## config.mk

```make
export PLATFORM = sky130hd
export DESIGN_NAME = flash_prog_seq
export DESIGN_NICKNAME = d
export VERILOG_FILES = /design/src/rtl/fps_pkg.sv /design/src/rtl/fps_timer.sv /design/src/rtl/fps_rdmux.sv /design/src/rtl/flash_prog_seq.sv
export SDC_FILE = /design/constraint.sdc
export NUM_CORES = 1
export LEC_CHECK = 0
export BUFFER_PORTS_ARGS = -buffer_cell sky130_fd_sc_hd__buf_2
export CORE_MARGIN = 4
export CORE_UTILIZATION = 35
export DETAILED_ROUTE_END_ITERATION = 6
export GPL_ROUTABILITY_DRIVEN = 1
export PLACE_DENSITY = 0.54
export SYNTH_ARGS = -nofsm -noshare
export SYNTH_HDL_FRONTEND = slang
export SYNTH_SLANG_ARGS = --single-unit
```

## constraint.sdc

```tcl
create_clock -name clk -period 4 [get_ports clk]
set_clock_uncertainty 0.05 [all_clocks]
set_input_delay 0.2 -clock clk [delete_from_list [all_inputs] [get_ports clk]]
set_output_delay 0.2 -clock clk [all_outputs]
set_load 0.01 [all_outputs]
```

## src/rtl/fps_pkg.sv

```systemverilog
package fps_pkg;
  typedef enum logic [1:0] {
    MD_READ  = 2'b00,
    MD_PROG  = 2'b01,
    MD_ERASE = 2'b10,
    MD_LOCK  = 2'b11
  } mode_e;

  typedef enum logic [1:0] {
    ST_IDLE  = 2'b00,
    ST_WRITE = 2'b01,
    ST_LOCK  = 2'b10,
    ST_ERASE = 2'b11
  } state_e;

  localparam logic [7:0] BLANK     = 8'hFF;
  localparam logic [7:0] SIG_VENDOR = 8'h1E;
  localparam logic [7:0] SIG_DEVICE = 8'h51;
  localparam logic [7:0] SIG_HV     = 8'hFF;
  localparam logic [7:0] SIG_LV     = 8'h05;
endpackage

```

## src/rtl/fps_timer.sv

```systemverilog
module fps_timer #(
  parameter int CW = 8
) (
  input  logic          clk,
  input  logic          rst_n,
  input  logic          clr,
  input  logic          en,
  input  logic [CW-1:0] limit,
  output logic          hit
);
  logic [CW-1:0] cnt_q, cnt_d;
  logic          cnt_en;

  always_comb begin
    cnt_en = clr | en;
    if (clr) cnt_d = '0;
    else     cnt_d = cnt_q + CW'(1);
  end

  always_ff @(posedge clk or negedge rst_n) begin
    if (!rst_n)      cnt_q <= '0;
    else if (cnt_en) cnt_q <= cnt_d;
  end

  assign hit = (cnt_q == (limit - CW'(1)));
endmodule

```

## src/rtl/fps_rdmux.sv

```systemverilog
module fps_rdmux
  import fps_pkg::*;
#(
  parameter int AW            = 12,
  parameter bit SIG_HIGH_VOLT = 1'b1
) (
  input  logic [AW-1:0] addr,
  input  logic [1:0]    sel_n,
  input  logic          reading,
  input  logic          busy,
  input  logic          poll_hit,
  input  logic          poll_d7,
  input  logic          blocked,
  input  logic [7:0]    mem_rdata,
  output logic [7:0]    rd_val
);
  localparam logic [AW-1:0] SIG_A0 = AW'(12'h030);
  localparam logic [AW-1:0] SIG_A1 = AW'(12'h031);
  localparam logic [AW-1:0] SIG_A2 = AW'(12'h032);
  localparam logic [7:0]    SIG_V  = SIG_HIGH_VOLT ? SIG_HV : SIG_LV;

  logic [7:0] sig_val;

  always_comb begin
    if      (addr == SIG_A0) sig_val = SIG_VENDOR;
    else if (addr == SIG_A1) sig_val = SIG_DEVICE;
    else if (addr == SIG_A2) sig_val = SIG_V;
    else                     sig_val = BLANK;
  end

  always_comb begin
    if (!reading)               rd_val = BLANK;
    else if (sel_n == 2'b00)    rd_val = sig_val;
    else if (busy)              rd_val = poll_hit ? {~poll_d7, mem_rdata[6:0]} : BLANK;
    else if (blocked)           rd_val = BLANK;
    else                        rd_val = mem_rdata;
  end
endmodule

```

## src/rtl/flash_prog_seq.sv

```systemverilog
module flash_prog_seq
  import fps_pkg::*;
#(
  parameter int AW            = 12,
  parameter int WRITE_CYC     = 750,
  parameter int ERASE_CYC     = 5000,
  parameter bit SIG_HIGH_VOLT = 1'b1
) (
  input  logic          clk,
  input  logic          rst_n,
  input  logic [AW-1:0] addr,
  input  logic [7:0]    din,
  input  logic [1:0]    mode,
  input  logic [1:0]    sel_n,
  input  logic          prog_n,
  output logic [7:0]    dout,
  output logic          ready,
  output logic [AW-1:0] mem_addr,
  output logic [7:0]    mem_wdata,
  output logic          mem_we,
  output logic          mem_clr,
  input  logic [7:0]    mem_rdata
);
  localparam int MAXC = (WRITE_CYC > ERASE_CYC) ? WRITE_CYC : ERASE_CYC;
  localparam int CW   = $clog2(MAXC + 1);

  state_e        state_q, state_d;
  logic [AW-1:0] lat_addr_q, lat_addr_d;
  logic [7:0]    lat_data_q, lat_data_d;
  logic [1:0]    lock_q, lock_d;
  logic          prog_q;
  logic [7:0]    dout_q, dout_d;
  logic          fall, tmr_en, tmr_clr, tmr_hit, idle;
  logic [CW-1:0] limit;
  mode_e         op;

  assign op      = mode_e'(mode);
  assign fall    = prog_q & ~prog_n;
  assign idle    = (state_q == ST_IDLE);
  assign tmr_clr = idle;
  assign limit   = (state_q == ST_ERASE) ? CW'(ERASE_CYC) : CW'(WRITE_CYC);

  fps_timer #(.CW(CW)) u_timer (
    .clk   (clk),
    .rst_n (rst_n),
    .clr   (tmr_clr),
    .en    (tmr_en),
    .limit (limit),
    .hit   (tmr_hit)
  );

  always_comb begin
    state_d    = state_q;
    lat_addr_d = lat_addr_q;
    lat_data_d = lat_data_q;
    lock_d     = lock_q;
    tmr_en     = 1'b0;
    unique case (state_q)
      ST_IDLE: begin
        if (fall) begin
          unique case (op)
            MD_PROG: begin
              state_d    = ST_WRITE;
              lat_addr_d = addr;
              lat_data_d = din;
            end
            MD_LOCK: begin
              state_d    = ST_LOCK;
              lat_data_d = din;
            end
            MD_ERASE: state_d = ST_ERASE;
            MD_READ:  state_d = ST_IDLE;
          endcase
        end
      end
      ST_WRITE: begin
        tmr_en = 1'b1;
        if (tmr_hit) state_d = ST_IDLE;
      end
      ST_LOCK: begin
        tmr_en = 1'b1;
        if (tmr_hit) begin
          lock_d  = lock_q | lat_data_q[1:0];
          state_d = ST_IDLE;
        end
      end
      ST_ERASE: begin
        if (prog_n) begin
          state_d = ST_IDLE;
        end else begin
          tmr_en = 1'b1;
          if (tmr_hit) begin
            lock_d  = 2'b00;
            state_d = ST_IDLE;
          end
        end
      end
    endcase
  end

  assign mem_addr  = idle ? addr : lat_addr_q;
  assign mem_wdata = mem_rdata & lat_data_q;
  assign mem_we    = (state_q == ST_WRITE) & tmr_hit;
  assign mem_clr   = (state_q == ST_ERASE) & ~prog_n & tmr_hit;

  fps_rdmux #(.AW(AW), .SIG_HIGH_VOLT(SIG_HIGH_VOLT)) u_rdmux (
    .addr      (addr),
    .sel_n     (sel_n),
    .reading   (op == MD_READ),
    .busy      (~idle),
    .poll_hit  ((state_q == ST_WRITE) && (addr == lat_addr_q)),
    .poll_d7   (lat_data_q[7]),
    .blocked   (&lock_q),
    .mem_rdata (mem_rdata),
    .rd_val    (dout_d)
  );

  always_ff @(posedge clk or negedge rst_n) begin
    if (!rst_n) begin
      state_q    <= ST_IDLE;
      lat_addr_q <= '0;
      lat_data_q <= '0;
      lock_q     <= 2'b00;
      prog_q     <= 1'b1;
      dout_q     <= BLANK;
    end else begin
      state_q    <= state_d;
      lat_addr_q <= lat_addr_d;
      lat_data_q <= lat_data_d;
      lock_q     <= lock_d;
      prog_q     <= prog_n;
      dout_q     <= dout_d;
    end
  end

  assign dout  = dout_q;
  assign ready = idle;
endmodule

```

# --- Word level (Yosys, flattened, before mapping) ---
# Cells that the tools add are included.
totals:
  mem_bits_rw: 0
  reg_bits: 46
  out_inout_bits: 31
  romBits: 0
  latch_bits: 0
  elab_cells: 64
  n_memories: 0
op_classes:
  n_reduce_logical: 11
  order_cmp: 0
  mul: 0
  n_eq_ne: 14
  shift: 0
  addsub: 2
  div: 0
  muxes: 21
  bitwise: 9
ops:
  columns: ["operator", "count"]
  rows:
  - ["$mux W8", 7]
  - ["$mux W13", 2]
  - ["$eq A12 B6 Y1 const B", 2]
  - ["$add A13 B1 Y13 const B", 1]
  - ["$eq A13 B13 Y1", 1]
  - ["$sub A13 B1 Y13 const B", 1]
  - ["$eq A12 B12 Y1", 1]
  - ["$mux W12", 1]
  - ["$mux W2", 6]
  - ["$and A8 B8 Y8", 1]
  - ["$eq A2 B2 Y1 const B", 4]
  - ["$ne A2 B2 Y1 const B", 4]
  - ["$pmux W2 S4", 1]
  - ["$logic_not A2 Y1", 3]
  - ["$pmux W2 S3", 1]
  - ["$reduce_and A3 Y1", 2]
  - ["$and A1 B1 Y1", 4]
  - ["$eq A2 B1 Y1 const B", 2]
  - ["$pmux W2 S2", 1]
  - ["$reduce_and A4 Y1", 1]
  - ["$reduce_or A2 Y1", 2]
  - ["$not A1 Y1", 2]
  - ["$or A2 B2 Y2", 1]
  - ["$pmux W1 S2", 1]
  - ["other kinds (5)", 5]

# --- Longest topological paths before layout ---
depth:
  depth_word: 7
  ltp_mapped: 6
  depth_no_buf: 6

# --- Modules after synthesis ---
# From an unflattened synthesis, not the netlist that was laid out.
unflattened:
  hier_cells: 280
  hier_area_um2: 2989.1
by_module_without_submodules:
  columns: ["module", "area_per_inst_um2", "seq_area_each_um2", "instances", "cells_per_inst"]
  rows:
  - ["flash_prog_seq", 1744.2, 837.1, 1, 137]
  - ["fps_timer", 1076.0, 325.3, 1, 123]
  - ["fps_rdmux", 168.9, 0.0, 1, 20]

# --- Least setup slack after synthesis ---
# Ideal clock, no wire load.
synth_timing:
  path_type: "flip-flop to output port"
  from: "register state_q[0]"
  to: "output mem_addr[0]"
  required_ns: 3.750
  arrival_ns: 1.633
  setup_slack_ns: 2.117
  stages_incl_launch_ff: 6
  n_path_buf: 2
  path_cell_list: "dfrtp_1 > inv_1 > ha_1 > buf_6 > clkbuf_1 > mux2_2"
synth_between:
  elab_chain_len: 2
synth_lines:
  columns: ["element", "line_no", "text"]
  rows:
  - ["start: declaration", "flash_prog_seq.sv:27", "state_e state_q, state_d;"]
  - ["start signal: assignment", "flash_prog_seq.sv:127", "state_q <= state_d;"]
  - ["$logic_not A2 Y1", "flash_prog_seq.sv:39", "assign idle = (state_q == ST_IDLE);"]
  - ["net ready", "flash_prog_seq.sv:17", "output logic ready,"]
  - ["$mux W12", "flash_prog_seq.sv:101", "assign mem_addr = idle ? addr : lat_addr_q;"]
  - ["end: declaration", "flash_prog_seq.sv:18", "output logic [AW-1:0] mem_addr,"]
# The timed path passes the listed nets, and every way through them passes these cells.

# --- Worst setup path after layout ---
layout_timing:
  from: "register state_q[0]"
  to: "output mem_we"
layout_between:
  elab_chain_len: 5
layout_lines:
  columns: ["element", "line_no", "text"]
  rows:
  - ["$eq A2 B2 Y1", "flash_prog_seq.sv:41", "assign limit = (state_q == ST_ERASE) ? CW'(ERASE_CYC) : CW'(WRITE_CYC);"]
  - ["$mux W13", "flash_prog_seq.sv:41", null]
  - ["$sub A13 B1 Y13", "fps_timer.sv:25", "assign hit = (cnt_q == (limit - CW'(1)));"]
  - ["$eq A13 B13 Y1", "fps_timer.sv:25", null]
  - ["$and A1 B1 Y1 *", "flash_prog_seq.sv:103", "assign mem_we = (state_q == ST_WRITE) & tmr_hit;"]
  - ["end: declaration", "flash_prog_seq.sv:20", "output logic mem_we,"]
# Every way passes the cells marked *; elsewhere a longest branch is shown, timed or not.

==> summary.txt <==
Outcome
  • Outcome: finished clean

Critical path
  • Max incr delay on CP: 0.42 ns
  • Crit-path leading delay family: simple AND/OR/NAND/NOR gates
  • CP max stage cell: dfrtp_1
  • Crit path cell chain: ha_1 -> or3b_1 -> nor4_4 -> o21a_1 -> and2_1 -> buf_2
  • Reg2Reg Setup Slack: 1.70 ns
  • Crit-path max FO: 5
  • Worst EP arrival: 2.12 ns
  • CP Buf/Inv Count: 1
  • Setup Crit Path Kind: flip-flop to primary output
  • Worst path required time: 3.75 ns
  • Crit path launch type: flip-flop
  • Critical path capture point type: primary output

Yosys
  • Post-synthesis cell type count: 47
  • Ys Warns: 0
  • Mapped Cells: 235
  • Post-synth ARST share: 100%
  • Largest family of logic cells by synthesized area: simple AND/OR/NAND/NOR gates
  • Sequential fraction of the synthesis area: 44.3%
  • Dominant cell type by area after synthesis: dfrtp_1
  • Synth Area in XOR/XNOR: 5.34%
  • Syn_nets: 279
  • Mapped Avg Cell Area: 11.2 sq um
  • Post-Syn Area: 2620 sq um
  • Post-Synth Simple-Gate Area: 16.1%
  • Compound-Gate Fraction of Synth Area: 11.6%
  • EDFF count, synth: 0
  • Synth Flop Type: dfrtp_1
  • Synth Register Bits: 46
  • Top post-synthesis cells by area: dfrtp_1, mux2_2, dfstp_2
  • Top cell type's share of synthesized area: 35.3%
  • Post-Synth Adder-Cell Area: 4.29%
  • Mux cell area share after synthesis: 15.4%

Final layout
  • Multi-input gate area: 1380 sq um
  • Antenna Cells: 0
  • Area grow syn2layout: 20.4%
  • Share of layout cells above drive strength 1: 41.7%
  • Layout Nets: 345
  • Fillers: 719
  • Commonest non-fill, non-tap cell in the layout: buf_2
  • Most frequent cells in the layout: buf_2, dfrtp_1, mux2_2
  • Final Core Density: 43.6%
  • Seq. cell area: 1160 sq um

GRT
  • Largest net degree at the start of global routing: 47
  • Vias in the first global route: 1999
  • Initial antenna violation count: 0
  • Gr ovfl total: 0
  • Met2 Track Usage GR: 21.2%
  • Met1 Resource Use GR: 18.8%
  • GR peak layer: met2
  • Gr usage total: 13.6%
  • First-pass GRT wire length: 9.61 mm
  • Met3 Use GR: 3.43%

Timing
  • Setup violators final: 0
  • Final min period: 2.37 ns
  • RSZ-0062 raised after global routing: no
  • Highest clock rate: 422 MHz
  • Hold Fails Final Rpt: 0
  • Worst slew pin tran: 1.07 ns
  • Setup TNS: 0 ns
  • Pins over their slew limit: 0
  • Crit share post-route: 59.2%
  • Rel. slew slack: 27.8%

Die
  • Die area: 8950 sq um
  • Area of the core: 7250 sq um
  • Die Y: 94.6 um
  • Initial Util: 36.2%
  • Number of top-level pins: 66
  • Die X: 94.6 um
  • Row count: 31

Clock network
  • Worst-path clk slew: 0.10 ns
  • Clk sink count: 46
  • Cts repair resizes: 0
  • Clk Latency, worst-skew pair: 0.30 ns
  • H-tree depth: 2
  • CTS Root Cell: clkbuf_8
  • Total CTS buffers: 5
  • Clock buffer depth: 2
  • CTS tree: done

Detailed routing
  • DR WL/cell: 14.5 um
  • DRC viols: 0
  • Vias: 1976
  • Final wirelength: 5.81 mm
  • 1st-iter DRT viols: 50
  • Via density: 4.93
  • Post-DRT Antenna Nets: 0
  • Pre-antenna DRT Iters: 4

Placed design
  • Hpwl dp: 4.32 mm
  • Final GP Congestion: 0.729
  • IO Port Bufs: 65

Power
  • Switch share: 34.1%
  • Max VDD drop: 0.269 mV
  • NetSw: 567 uW
  • Share of total power in combinational logic: 37.9%
  • Leakage: 1.38 nW
  • Pint: 1.10 mW
  • Power density cells: 527 nW/um^2
  • Clock network fraction of design power: 21.7%
  • Sequential power share: 40.3%

Run
  • MaxCap Viol Count: 0

Hold path
  • Worst hold path class: primary input to asynchronous set/reset pin
[final timing paths]
| path | startpoint | to | cells after the start |
|---|---|---|---|
| max in group asynchronous | rst_n | u_timer.cnt_q[12] | 1 |
| hold / removal | rst_n | lat_addr_q[4] | 1 |
| setup / recovery | state_q[0] | mem_we | 6 |
| hold reg to reg | lat_data_q[6] | lat_data_q[6] | 1 |
| setup reg to reg | state_q[0] | u_timer.cnt_q[6] | 5 |
| min in group clk | din[5] | lat_data_q[5] | 2 |
[power by group through the flow]
stage | Sequential [mW] | Clock [mW] | Combinational [mW]
CTS | 0.674 | 0.377 | 0.647
finish | 0.672 | 0.362 | 0.632
detailed placement | 0.683 | 0 | 0.643
global route | 0.693 | 0.394 | 0.703
global placement | 0.678 | 0 | 0.637
floorplan | 0.658 | 0 | 0.482
[cell type report]
type / instances / area share [%]
multi-input cells: 173 / 43.8
clock buffers: 5 / 2.18
clock inverters: 3 / 1.54
inverters: 8 / 0.950
repair buffers: 67 / 10.9
flip-flops and latches: 46 / 36.8
well taps: 99 / 3.92
[cell families after synthesis]
kind of cell,count (synthesis)
XOR/XNOR,16
AND/OR/NAND/NOR,66
flip-flops,46
adder cells (fa/ha/maj),9
buffers and inverters,16
multiplexers,36
AO/OA/AOI/OAI,46
[per-layer routing]
layer	vias to the layer above	part of all wire, %
met2	42	46
met1	945	47
li1	985	-
met4	0	1.1
met5	-	0
met3	4	5.3
[synthesized netlist by cell type, drive strengths merged (3+ instances only)]
master and number:
nor2b 4, a21oi 11, xnor2 12, nor4 4
o211ai 4, o31ai 4, nand3 4, nand2 15
dfstp 9, buf 5, ha 9, nand4 3
clkbuf 3, inv 8, and2 10, dfrtp 37
xor2 4, o21ai 11, mux2 34, nor2 8
or3 5
[flip-flops by register name, summed over array words and instances (netlist names)]
| name | cells |
|---|---|
| u_timer.cnt_q | 13 |
| lat_addr_q | 12 |
| dout | 8 |
| lat_data_q | 8 |
| lock_q | 2 |
| state_q | 2 |
| prog_q | 1 |
[per-stage QoR]
stage	hold slack [ns]	area (sq um)	instances	worst slack [ns]	total power [mW]
finish	0.0330	3160	401	1.63	1.67
CTS	0.0602	3160	401	1.61	1.70
global route	0.0569	3160	401	1.48	1.79
floorplan	-0.146	2620	235	2.12	1.14
detailed placement	0.284	3030	392	1.68	1.33
global placement	0.289	3030	392	1.69	1.32
[repair_timing]
| item | 4_1_cts | 5_1_grt |
|---|---|---|
| buffers inserted | 0 | 0 |
| hold buffers | 1 | 0 |
| endpoints found under the hold margin | 1 | 0 |
Power figures use the tool's default switching activity.
